File: config.mk
export PLATFORM = sky130hd
export DESIGN_NAME = f2i_cvt
export DESIGN_NICKNAME = d
export VERILOG_FILES = /design/src/rtl/f2i_pkg.sv /design/src/rtl/f2i_unpack.sv /design/src/rtl/f2i_align.sv /design/src/rtl/f2i_round.sv /design/src/rtl/f2i_cvt.sv
export SDC_FILE = /design/constraint.sdc
export NUM_CORES = 1
export LEC_CHECK = 0
export ABC_AREA = 1
export BUFFER_PORTS_ARGS = -buffer_cell sky130_fd_sc_hd__buf_4
export CORE_ASPECT_RATIO = 0.7
export CORE_MARGIN = 8
export CORE_UTILIZATION = 40
export CTS_CLUSTER_DIAMETER = 150
export DETAILED_ROUTE_END_ITERATION = 12
export SLEW_MARGIN = 10
export SYNTH_ARGS = -nofsm -noshare
export SYNTH_HDL_FRONTEND = slang
export SYNTH_SLANG_ARGS = --single-unit
File: constraint.sdc
create_clock -name clk_i -period 0.8 [get_ports clk_i]
set_input_delay 0.08 -clock clk_i [delete_from_list [all_inputs] [get_ports clk_i]]
set_output_delay 0.08 -clock clk_i [all_outputs]
set_load 0.01 [all_outputs]
File: src/rtl/f2i_pkg.sv
`timescale 1ns/1ps
package f2i_pkg;
  localparam int EXP_W   = 11;
  localparam int MAN_W   = 52;
  localparam int INT_W   = 32;
  localparam int FP_W    = EXP_W + MAN_W + 1;
  localparam int BIAS    = (1 << (EXP_W - 1)) - 1;
  localparam int SIG_W   = MAN_W + 1;
  localparam int SH_MAX  = SIG_W + 1;
  localparam int SH_W    = $clog2(SH_MAX + 1);
  localparam int ALN_W   = SIG_W + SH_MAX;
  localparam int MAG_W   = INT_W + 1;
  localparam logic [INT_W-1:0] INDEF = {1'b1, {(INT_W-1){1'b0}}};

  typedef enum logic [1:0] {
    RM_NEAR = 2'b00,
    RM_DOWN = 2'b01,
    RM_UP   = 2'b10,
    RM_ZERO = 2'b11
  } rmode_e;
endpackage

File: src/rtl/f2i_unpack.sv
`timescale 1ns/1ps
module f2i_unpack
  import f2i_pkg::*;
(
  input  logic [FP_W-1:0]  op_i,
  output logic             sign_o,
  output logic             special_o,
  output logic             big_o,
  output logic [SIG_W-1:0] sig_o,
  output logic [SH_W-1:0]  sh_o
);
  localparam logic [EXP_W:0] POINT_POS = (EXP_W+1)'(BIAS + MAN_W);
  localparam logic [EXP_W:0] TINY_LIM  = (EXP_W+1)'(BIAS + MAN_W - SH_MAX);
  localparam logic [EXP_W:0] BIG_LIM   = (EXP_W+1)'(BIAS + INT_W);

  logic [EXP_W-1:0] exp_f;
  logic [EXP_W:0]   e_eff;
  logic             is_norm;

  assign sign_o  = op_i[FP_W-1];
  assign exp_f   = op_i[MAN_W +: EXP_W];
  assign is_norm = |exp_f;
  // subnormals share the scale of exponent 1
  assign e_eff     = is_norm ? {1'b0, exp_f} : (EXP_W+1)'(1);
  assign special_o = &exp_f;
  assign big_o     = !special_o && (e_eff >= BIG_LIM);
  assign sig_o     = {is_norm, op_i[MAN_W-1:0]};

  always_comb begin
    if (big_o || special_o)      sh_o = '0;
    else if (e_eff <= TINY_LIM)  sh_o = SH_W'(SH_MAX);
    else                         sh_o = SH_W'(POINT_POS - e_eff);
  end
endmodule

File: src/rtl/f2i_align.sv
`timescale 1ns/1ps
module f2i_align
  import f2i_pkg::*;
(
  input  logic [SIG_W-1:0] sig_i,
  input  logic [SH_W-1:0]  sh_i,
  output logic [MAG_W-1:0] int_o,
  output logic             rnd_o,
  output logic             sticky_o,
  output logic             ovf_o
);
  logic [ALN_W-1:0] wide;

  assign wide     = {sig_i, {SH_MAX{1'b0}}} >> sh_i;
  assign int_o    = wide[SH_MAX +: MAG_W];
  assign rnd_o    = wide[SH_MAX-1];
  assign sticky_o = |wide[SH_MAX-2:0];
  // integer bits beyond the magnitude field mean overflow
  assign ovf_o    = |wide[ALN_W-1:SH_MAX+MAG_W];

  always_comb begin
    if (sh_i == SH_W'(SH_MAX))
      assert_tiny_no_int_R9: assert (int_o == '0 && !rnd_o);
  end
endmodule

File: src/rtl/f2i_round.sv
`timescale 1ns/1ps
module f2i_round
  import f2i_pkg::*;
(
  input  logic             sign_i,
  input  logic             special_i,
  input  logic             big_i,
  input  logic             ovf_i,
  input  logic [MAG_W-1:0] int_i,
  input  logic             rnd_i,
  input  logic             sticky_i,
  input  rmode_e           rmode_i,
  output logic [INT_W-1:0] res_o,
  output logic             invalid_o,
  output logic             inexact_o
);
  localparam logic [MAG_W-1:0] LIM = MAG_W'(1) << (INT_W - 1);

  logic             lost;
  logic             inc;
  logic [MAG_W-1:0] mag_r;
  logic             range_bad;

  assign lost = rnd_i | sticky_i;

  always_comb begin
    unique case (rmode_i)
      RM_NEAR: inc = rnd_i & (sticky_i | int_i[0]);
      RM_DOWN: inc = sign_i & lost;
      RM_UP:   inc = ~sign_i & lost;
      default: inc = 1'b0;
    endcase
  end

  assign mag_r     = int_i + MAG_W'(inc);
  // negative side admits exactly 2^(w-1)
  assign range_bad = sign_i ? (mag_r > LIM) : (mag_r >= LIM);
  assign invalid_o = special_i | big_i | ovf_i | range_bad;
  assign inexact_o = lost & ~invalid_o;

  always_comb begin
    if (invalid_o)   res_o = INDEF;
    else if (sign_i) res_o = -mag_r[INT_W-1:0];
    else             res_o = mag_r[INT_W-1:0];
  end

  always_comb begin
    if (!lost)
      assert_exact_no_inc_R2: assert (!inc);
  end
endmodule

File: src/rtl/f2i_cvt.sv
`timescale 1ns/1ps
module f2i_cvt
  import f2i_pkg::*;
(
  input  logic              clk_i,
  input  logic              rst_ni,
  input  logic [FP_W-1:0]   op_i,
  input  logic [1:0]        rmode_i,
  output logic [INT_W-1:0]  res_o,
  output logic              invalid_o,
  output logic              inexact_o
);
  logic             sign, special, big, ovf, rnd, sticky;
  logic [SIG_W-1:0] sig;
  logic [SH_W-1:0]  sh;
  logic [MAG_W-1:0] int_part;
  logic [INT_W-1:0] res_d;
  logic             inv_d, inx_d;

  f2i_unpack u_unpack (
    .op_i      (op_i),
    .sign_o    (sign),
    .special_o (special),
    .big_o     (big),
    .sig_o     (sig),
    .sh_o      (sh)
  );

  f2i_align u_align (
    .sig_i    (sig),
    .sh_i     (sh),
    .int_o    (int_part),
    .rnd_o    (rnd),
    .sticky_o (sticky),
    .ovf_o    (ovf)
  );

  f2i_round u_round (
    .sign_i    (sign),
    .special_i (special),
    .big_i     (big),
    .ovf_i     (ovf),
    .int_i     (int_part),
    .rnd_i     (rnd),
    .sticky_i  (sticky),
    .rmode_i   (rmode_e'(rmode_i)),
    .res_o     (res_d),
    .invalid_o (inv_d),
    .inexact_o (inx_d)
  );

  always_ff @(posedge clk_i or negedge rst_ni) begin
    if (!rst_ni) begin
      res_o     <= '0;
      invalid_o <= 1'b0;
      inexact_o <= 1'b0;
    end else begin
      res_o     <= res_d;
      invalid_o <= inv_d;
      inexact_o <= inx_d;
    end
  end

  assert_indef_R3: assert property (@(posedge clk_i) disable iff (!rst_ni)
    invalid_o |-> (res_o == INDEF));

  assert_flags_excl_R8: assert property (@(posedge clk_i) disable iff (!rst_ni)
    !(invalid_o && inexact_o));

  assert_special_R6: assert property (@(posedge clk_i) disable iff (!rst_ni)
    (&op_i[MAN_W +: EXP_W]) |=> invalid_o);

  assert_zero_R9: assert property (@(posedge clk_i) disable iff (!rst_ni)
    (op_i[FP_W-2:0] == '0) |=> (res_o == '0 && !invalid_o && !inexact_o));
endmodule

Yosys cells after proc, flatten, opt, wreduce, memory -nomap -nowiden
Index checks and enable logic that the tools add are counted.
- output and inout bits: 34
- register bits: 34
- word-level logic and storage cells: 39
- muxes and demuxes: 7
- $lt $le $gt $ge: 4
- bitwise logic cells: 11
- add/sub/neg operators: 3
- reduce and logical (&&, ||, !) cells: 8
- eq/ne operators: 2
- shift-type cells: 1
- operators by type and width (kind ; number):
    107-bit by 6-bit >> shifter with 107-bit output ; 1
    32-bit 2-to-1 mux ; 2
    53-bit OR reduction ; 1
    33-bit by 1-bit adder with 33-bit output ; 1
    33-bit by 32-bit >= comparator with 1-bit output, second input constant ; 1
    33-bit by 32-bit greater-than comparator with 1-bit output, second input constant ; 1
    32-bit negation ; 1
    20-bit OR reduction ; 1
    6-bit 2-to-1 mux ; 2
    11-bit >= comparator, second input constant ; 1
    11-bit by 10-bit less-or-equal comparator with 1-bit output, second input constant ; 1
    11-bit 2-to-1 mux ; 1
    11-bit AND reduction ; 1
    11-bit OR reduction ; 1
    6-bit subtractor, first input constant ; 1
    1-bit bitwise OR ; 5
    1-bit AND ; 4
    1-bit one-hot mux with 3 select lines ; 1
    2-bit by 1-bit equality test with 1-bit output, second input constant ; 1
    2-bit equality test, second input constant ; 1
    2-bit zero test ; 1
    1-bit NOT ; 2
    1-bit logical AND ; 1
    1-bit zero test ; 1
    2 further kinds ; 2

Longest topological paths before layout
- word-level depth: 17
- depth in mapped cells: 50
- depth with buffers taken out: 48

Cells and area by module
A second synthesis with hierarchy kept.
- cell total of the unflattened synthesis: 1474
- area total of the unflattened synthesis: 7686.1 um^2
- by module, submodules not included (module ; cells each ; area an instance (um^2) ; instances):
    f2i_align ; 807 ; 3651.0 ; 1
    f2i_round ; 519 ; 2469.9 ; 1
    f2i_cvt ; 34 ; 850.8 ; 1
    f2i_unpack ; 114 ; 714.4 ; 1

Worst setup path after synthesis
No wires, ideal clock.
- path kind: input to register
- from: input port op_i[54]
- to: register res_o[20]
- data required time: 727 ps
- buffers on the path: 4
- path slack: -4083 ps
- data arrival time: 4810 ps
- stages on the path: 38
- library setup time: 73 ps
- path through: inv_1 > ha_1 > nand2_1 > nor2_1 > nand2_1 > nand4_1 > nand2_1 > nand2_1 > a21oi_1 > a31oi_1 > inv_2 > clkbuf_1 > clkbuf_1 > buf_1 > o21ai_0 > a21oi_1 > nand3_1 > nor2_1 > [... 2 more ...] > nand2_1 > o21bai_1 > a21oi_1 > ha_1 > ha_1 > inv_1 > ha_1 > nand3_1 > nor2_1 > nand3_2 > nor2_4 > nand2_1 > nor2_2 > nand3_2 > nand2_1 > nand2_2 > buf_6 > a21oi_2
- cells in the longest elaborated chain, start to end: 16
- ends and longest elaborated chain (what ; line ; source):
    start: declaration ; f2i_cvt.sv:7 ; input logic [FP_W-1:0] op_i,
    11-bit OR reduction ; f2i_unpack.sv:22 ; assign is_norm = |exp_f;
    11-bit 2-to-1 mux ; f2i_unpack.sv:24 ; assign e_eff = is_norm ? {1'b0, exp_f} : (EXP_W+1)'(1);
    11-bit >= comparator ; f2i_unpack.sv:26 ; assign big_o = !special_o && (e_eff >= BIG_LIM);
    1-bit logical AND ; f2i_unpack.sv:26 ;
    1-bit logical OR ; f2i_unpack.sv:30 ; if (big_o || special_o) sh_o = '0;
    6-bit 2-to-1 mux ; f2i_unpack.sv:30 ;
    107-bit by 6-bit >> shifter with 107-bit output ; f2i_align.sv:14 ; assign wide = {sig_i, {SH_MAX{1'b0}}} >> sh_i;
    53-bit OR reduction ; f2i_align.sv:17 ; assign sticky_o = |wide[SH_MAX-2:0];
    1-bit bitwise OR (on tied branches) ; f2i_round.sv:24, f2i_round.sv:28 ;
    1-bit AND (on tied branches) ; f2i_round.sv:30, f2i_round.sv:28, f2i_round.sv:29 ;
    1-bit one-hot mux with 3 select lines ; f2i_round.sv:27 ; unique case (rmode_i)
    33-bit by 1-bit adder with 33-bit output ; f2i_round.sv:35 ; assign mag_r = int_i + MAG_W'(inc);
    33-bit by 32-bit >= comparator with 1-bit output or 33-bit by 32-bit greater-than comparator with 1-bit output (tied branches) ; f2i_round.sv:37 ; assign range_bad = sign_i ? (mag_r > LIM) : (mag_r >= LIM);
    1-bit 2-to-1 mux ; f2i_round.sv:37 ;
    1-bit bitwise OR ; f2i_round.sv:38 ; assign invalid_o = special_i | big_i | ovf_i | range_bad;
    32-bit 2-to-1 mux (*) ; f2i_round.sv:42 ; if (invalid_o) res_o = INDEF;
    via res_d[20] ; f2i_cvt.sv:17 ; logic [INT_W-1:0] res_d;
    end signal: assignment ; f2i_cvt.sv:58 ; res_o <= res_d;
    end: declaration ; f2i_cvt.sv:9 ; output logic [INT_W-1:0] res_o,
The timed path passes the listed nets; every way through them passes the cells marked *.

Worst setup path after layout
- from: input port op_i[55]
- to: register res_o[25]
Same word-level chain as after synthesis.

==> flow_metrics.env <==
export IMPL_finalPower_w=0.01890
export IMPL_finalSetupViolCount=68
export IMPL_synthCells=1702
export IMPL_cts_path_max_buffers=2
export IMPL_fmax_mhz=188.4
export IMPL_fp_dieArea_um2=26170
export IMPL_rows=44
export IMPL_ys_seq_elements=34
export IMPL_syn_num_nets=1778
export IMPL_synth_edf_count=0
export IMPL_syn_area_per_cell_um2=4.979
export IMPL_ys_flop_type="dfrtp_1"
export IMPL_port_buffers=101
export IMPL_die_w_um=190.0
export IMPL_ys_warn_count=0
export IMPL_drcViolationCount=0
export IMPL_critPathSlowestCell="bufbuf_16"
export IMPL_status="finished with violations"
export IMPL_netlist_area_um2=8474
export IMPL_first_pass_iters=6
export IMPL_crit_fanout=11
export IMPL_place_ws_ns=-4.958
export IMPL_antenna_found_initial=0
export IMPL_final_max_slew_viol_count=0
export IMPL_cts_buffers=5
export IMPL_vias=14410
export IMPL_antenna_cells=0
export IMPL_grt_pass1_wl_um=70690
export IMPL_io_pins=102
export IMPL_ant_nets=0
export IMPL_path_clk_slew_ns=0.06
export IMPL_final_seq_area_um2=850.8
export IMPL_critical_path_class="primary input to register"
export IMPL_grt_pass1_vias=13260
export IMPL_critPathMaxStageDelay_ns=0.29
export IMPL_p_leak_nw=7.921
export IMPL_cp_start_kind="primary input"
export IMPL_start_util_pct=40.83
export IMPL_hold_viol=0
export IMPL_cp_arrival_ns=5.48
export IMPL_placedInstanceArea_um2=12980
export IMPL_core_area_um2=20750
export IMPL_cts_sinks=34
export IMPL_area_growth_synth_to_final_pct=83.64
export IMPL_maxCapViolCount=0
export IMPL_slew_headroom_pct=50.18
export IMPL_groute_usage_overall_pct=34.18
export IMPL_rsz0062_at_grt="true"
export IMPL_cts_tree="yes"
export IMPL_drt_iter0_drc=1871
export IMPL_ir_worst_vdd_mv=1.016
export IMPL_critPathLaunch="op_i[55]"
export IMPL_ys_types=40
export IMPL_worstPathRequired_ns=0.97
export IMPL_finalCoreUtilization_pct=74.98
export IMPL_crit_path_end_kind="register"
export IMPL_hold_class="primary input to async pin"
export IMPL_htree_levels=2
export IMPL_drive_above_1_share_pct=42.69
export IMPL_p_per_area_nw_per_um2=1215
export IMPL_fillers=1679
export IMPL_finalCritPeriodShare_pct=663.5
export IMPL_critPathCapture="res_o[25]"
export IMPL_wl_per_cell_um=19.06
export IMPL_fin_area_um2=15560
export IMPL_grt_max_degree=45
export IMPL_setup_ws_ns=-4.508
export IMPL_finalCriticalPeriod_ns=5.308
export IMPL_async_flop_share_pct=100.0
export IMPL_gp_congestion=1.032
export IMPL_cp_common_cell="nand2_1"
export IMPL_violations="setup timing"
export IMPL_die_h_um=137.8
export IMPL_totalWireLength_um=48000
export IMPL_via_per_inst=5.724
export IMPL_fin_nets=2317
export IMPL_cts_root_buf="clkbuf_16"
export IMPL_ys_seq_area_share_pct=10.04
export IMPL_dpl_hpwl_um=34860
export IMPL_grt_overflow_total=0
export IMPL_multi_input_area_um2=8389
export IMPL_worstMarginPinSlew_ns=0.7438
==> power by group <==
| group | switching, W | internal [W] | leakage [nW] | total [W] |
|---|---|---|---|---|
| clock | 0.000727 | 0.00123 | 0.0739 | 0.00196 |
| combinational | 0.00832 | 0.00662 | 7.39 | 0.0149 |
| sequential | 0.0000958 | 0.00191 | 0.453 | 0.00201 |
==> worst max-delay path, delay by kind of cell <==
kind,cells,cell delay (ns)
buffers and inverters,7,0.93
AOI/OAI and AO/OA,4,0.72
and+or+nand+nor,28,3.22
adders and majority gates,3,0.50
==> kinds of logic after synthesis <==
family,Yosys count,share of synthesized area [%]
and+or+nand+nor,1357,70.62
buffers and inverters,200,10.41
AOI/OAI and AO/OA,93,6.541
DFF,34,10.04
xor gates and xnor gates,10,1.211
adders and majority gates,8,1.181
==> state kept, by name, indices dropped and copies added (netlist names) <==
signal,count
inexact_o,1
invalid_o,1
res_o,32
==> worst min-delay path by stage <==
stage / to / slack, ns / depth (start not counted)
6_report: res_o[29] / 0.27 / 2
2_1_floorplan: inexact_o / -0.22 / 0
3_5_place_dp: res_o[27] / 0.05 / 1
3_3_place_gp: res_o[27] / 0.04 / 1
5_1_grt: res_o[29] / 0.34 / 2
4_1_cts: res_o[27] / 0.28 / 2
==> layout make-up <==
type	count	area share, %
tap	276	2.219
timing repair buffer	621	34.67
inverter	108	2.790
clock inverter	1	0.03216
multi-input combinational	1471	53.91
sequential	34	5.467
clock buffer	7	0.9165
==> per-layer routing <==
layer | vias up | part of all wire [%] | global-route usage [%]
met5 | - | 0 | 0
met4 | 0 | 2.5 | 5.974
met3 | 129 | 16 | 14.72
met2 | 894 | 40 | 49.33
met1 | 6654 | 42 | 46.68
li1 | 6736 | - | -
==> cells in the final DEF, fill, tap and decap left out, types with 4 or more instances in the layout <==
cell,instances
nand2_1,554
buf_4,534
nand3_1,384
nor2_1,115
nand3_2,112
inv_1,96
nand2_2,57
buf_6,48
dfrtp_1,34
nor2_2,28
buf_12,28
nand3_4,27
nand4_1,25
nor2_4,23
a21oi_2,21
o21ai_0,20
a21oi_1,12
o21ai_1,11
clkbuf_16,9
or2_2,7
nand2_8,7
inv_2,6
nand2_4,6
nand3b_1,6
o21ai_2,5
a31oi_1,4
ha_4,4
buf_16,4
==> repair_timing <==
| item | CTS | global route |
|---|---|---|
| endpoints found under the setup margin | 68 | 68 |
| pin swaps | 36 | 62 |
| gates resized for setup | 219 | 164 |
| buffers inserted | 39 | 11 |
| endpoints found under the hold margin | 34 | 0 |
| hold buffers | 1 | 0 |
| gates cloned | 9 | 4 |
==> cells in the mapped netlist, drive strengths merged, types with 2 or more instances <==
cell type  instances  area (um^2)
a21o               2        15.01
a21oi             36        225.2
a22oi              2        15.01
a31oi              7        43.79
buf               73        405.4
clkbuf            19        71.32
dfrtp             34        850.8
ha                 8        100.1
inv              108        405.4
nand2            621         2349
nand3            523         2643
nand3b             6        45.04
nand4             25        156.4
nor2             166        698.2
nor3               5        25.02
nor4               2        12.51
o21ai             39        195.2
or2                7        43.79
xnor2              3        26.28
xor2               7        76.32
==> through the flow <==
step                      hold slack (ns)  instances  TNS, ns
after global placement            0.04032       2447  -162.35
after global routing               0.3433       2518  -161.11
after CTS                          0.2840       2503  -144.46
final                              0.2727       2518  -152.13
after floorplan                   -0.2156       1702  -124.48
after detailed placement          0.04679       2447  -167.06
Note: power is estimated with default switching activity, not from simulation.
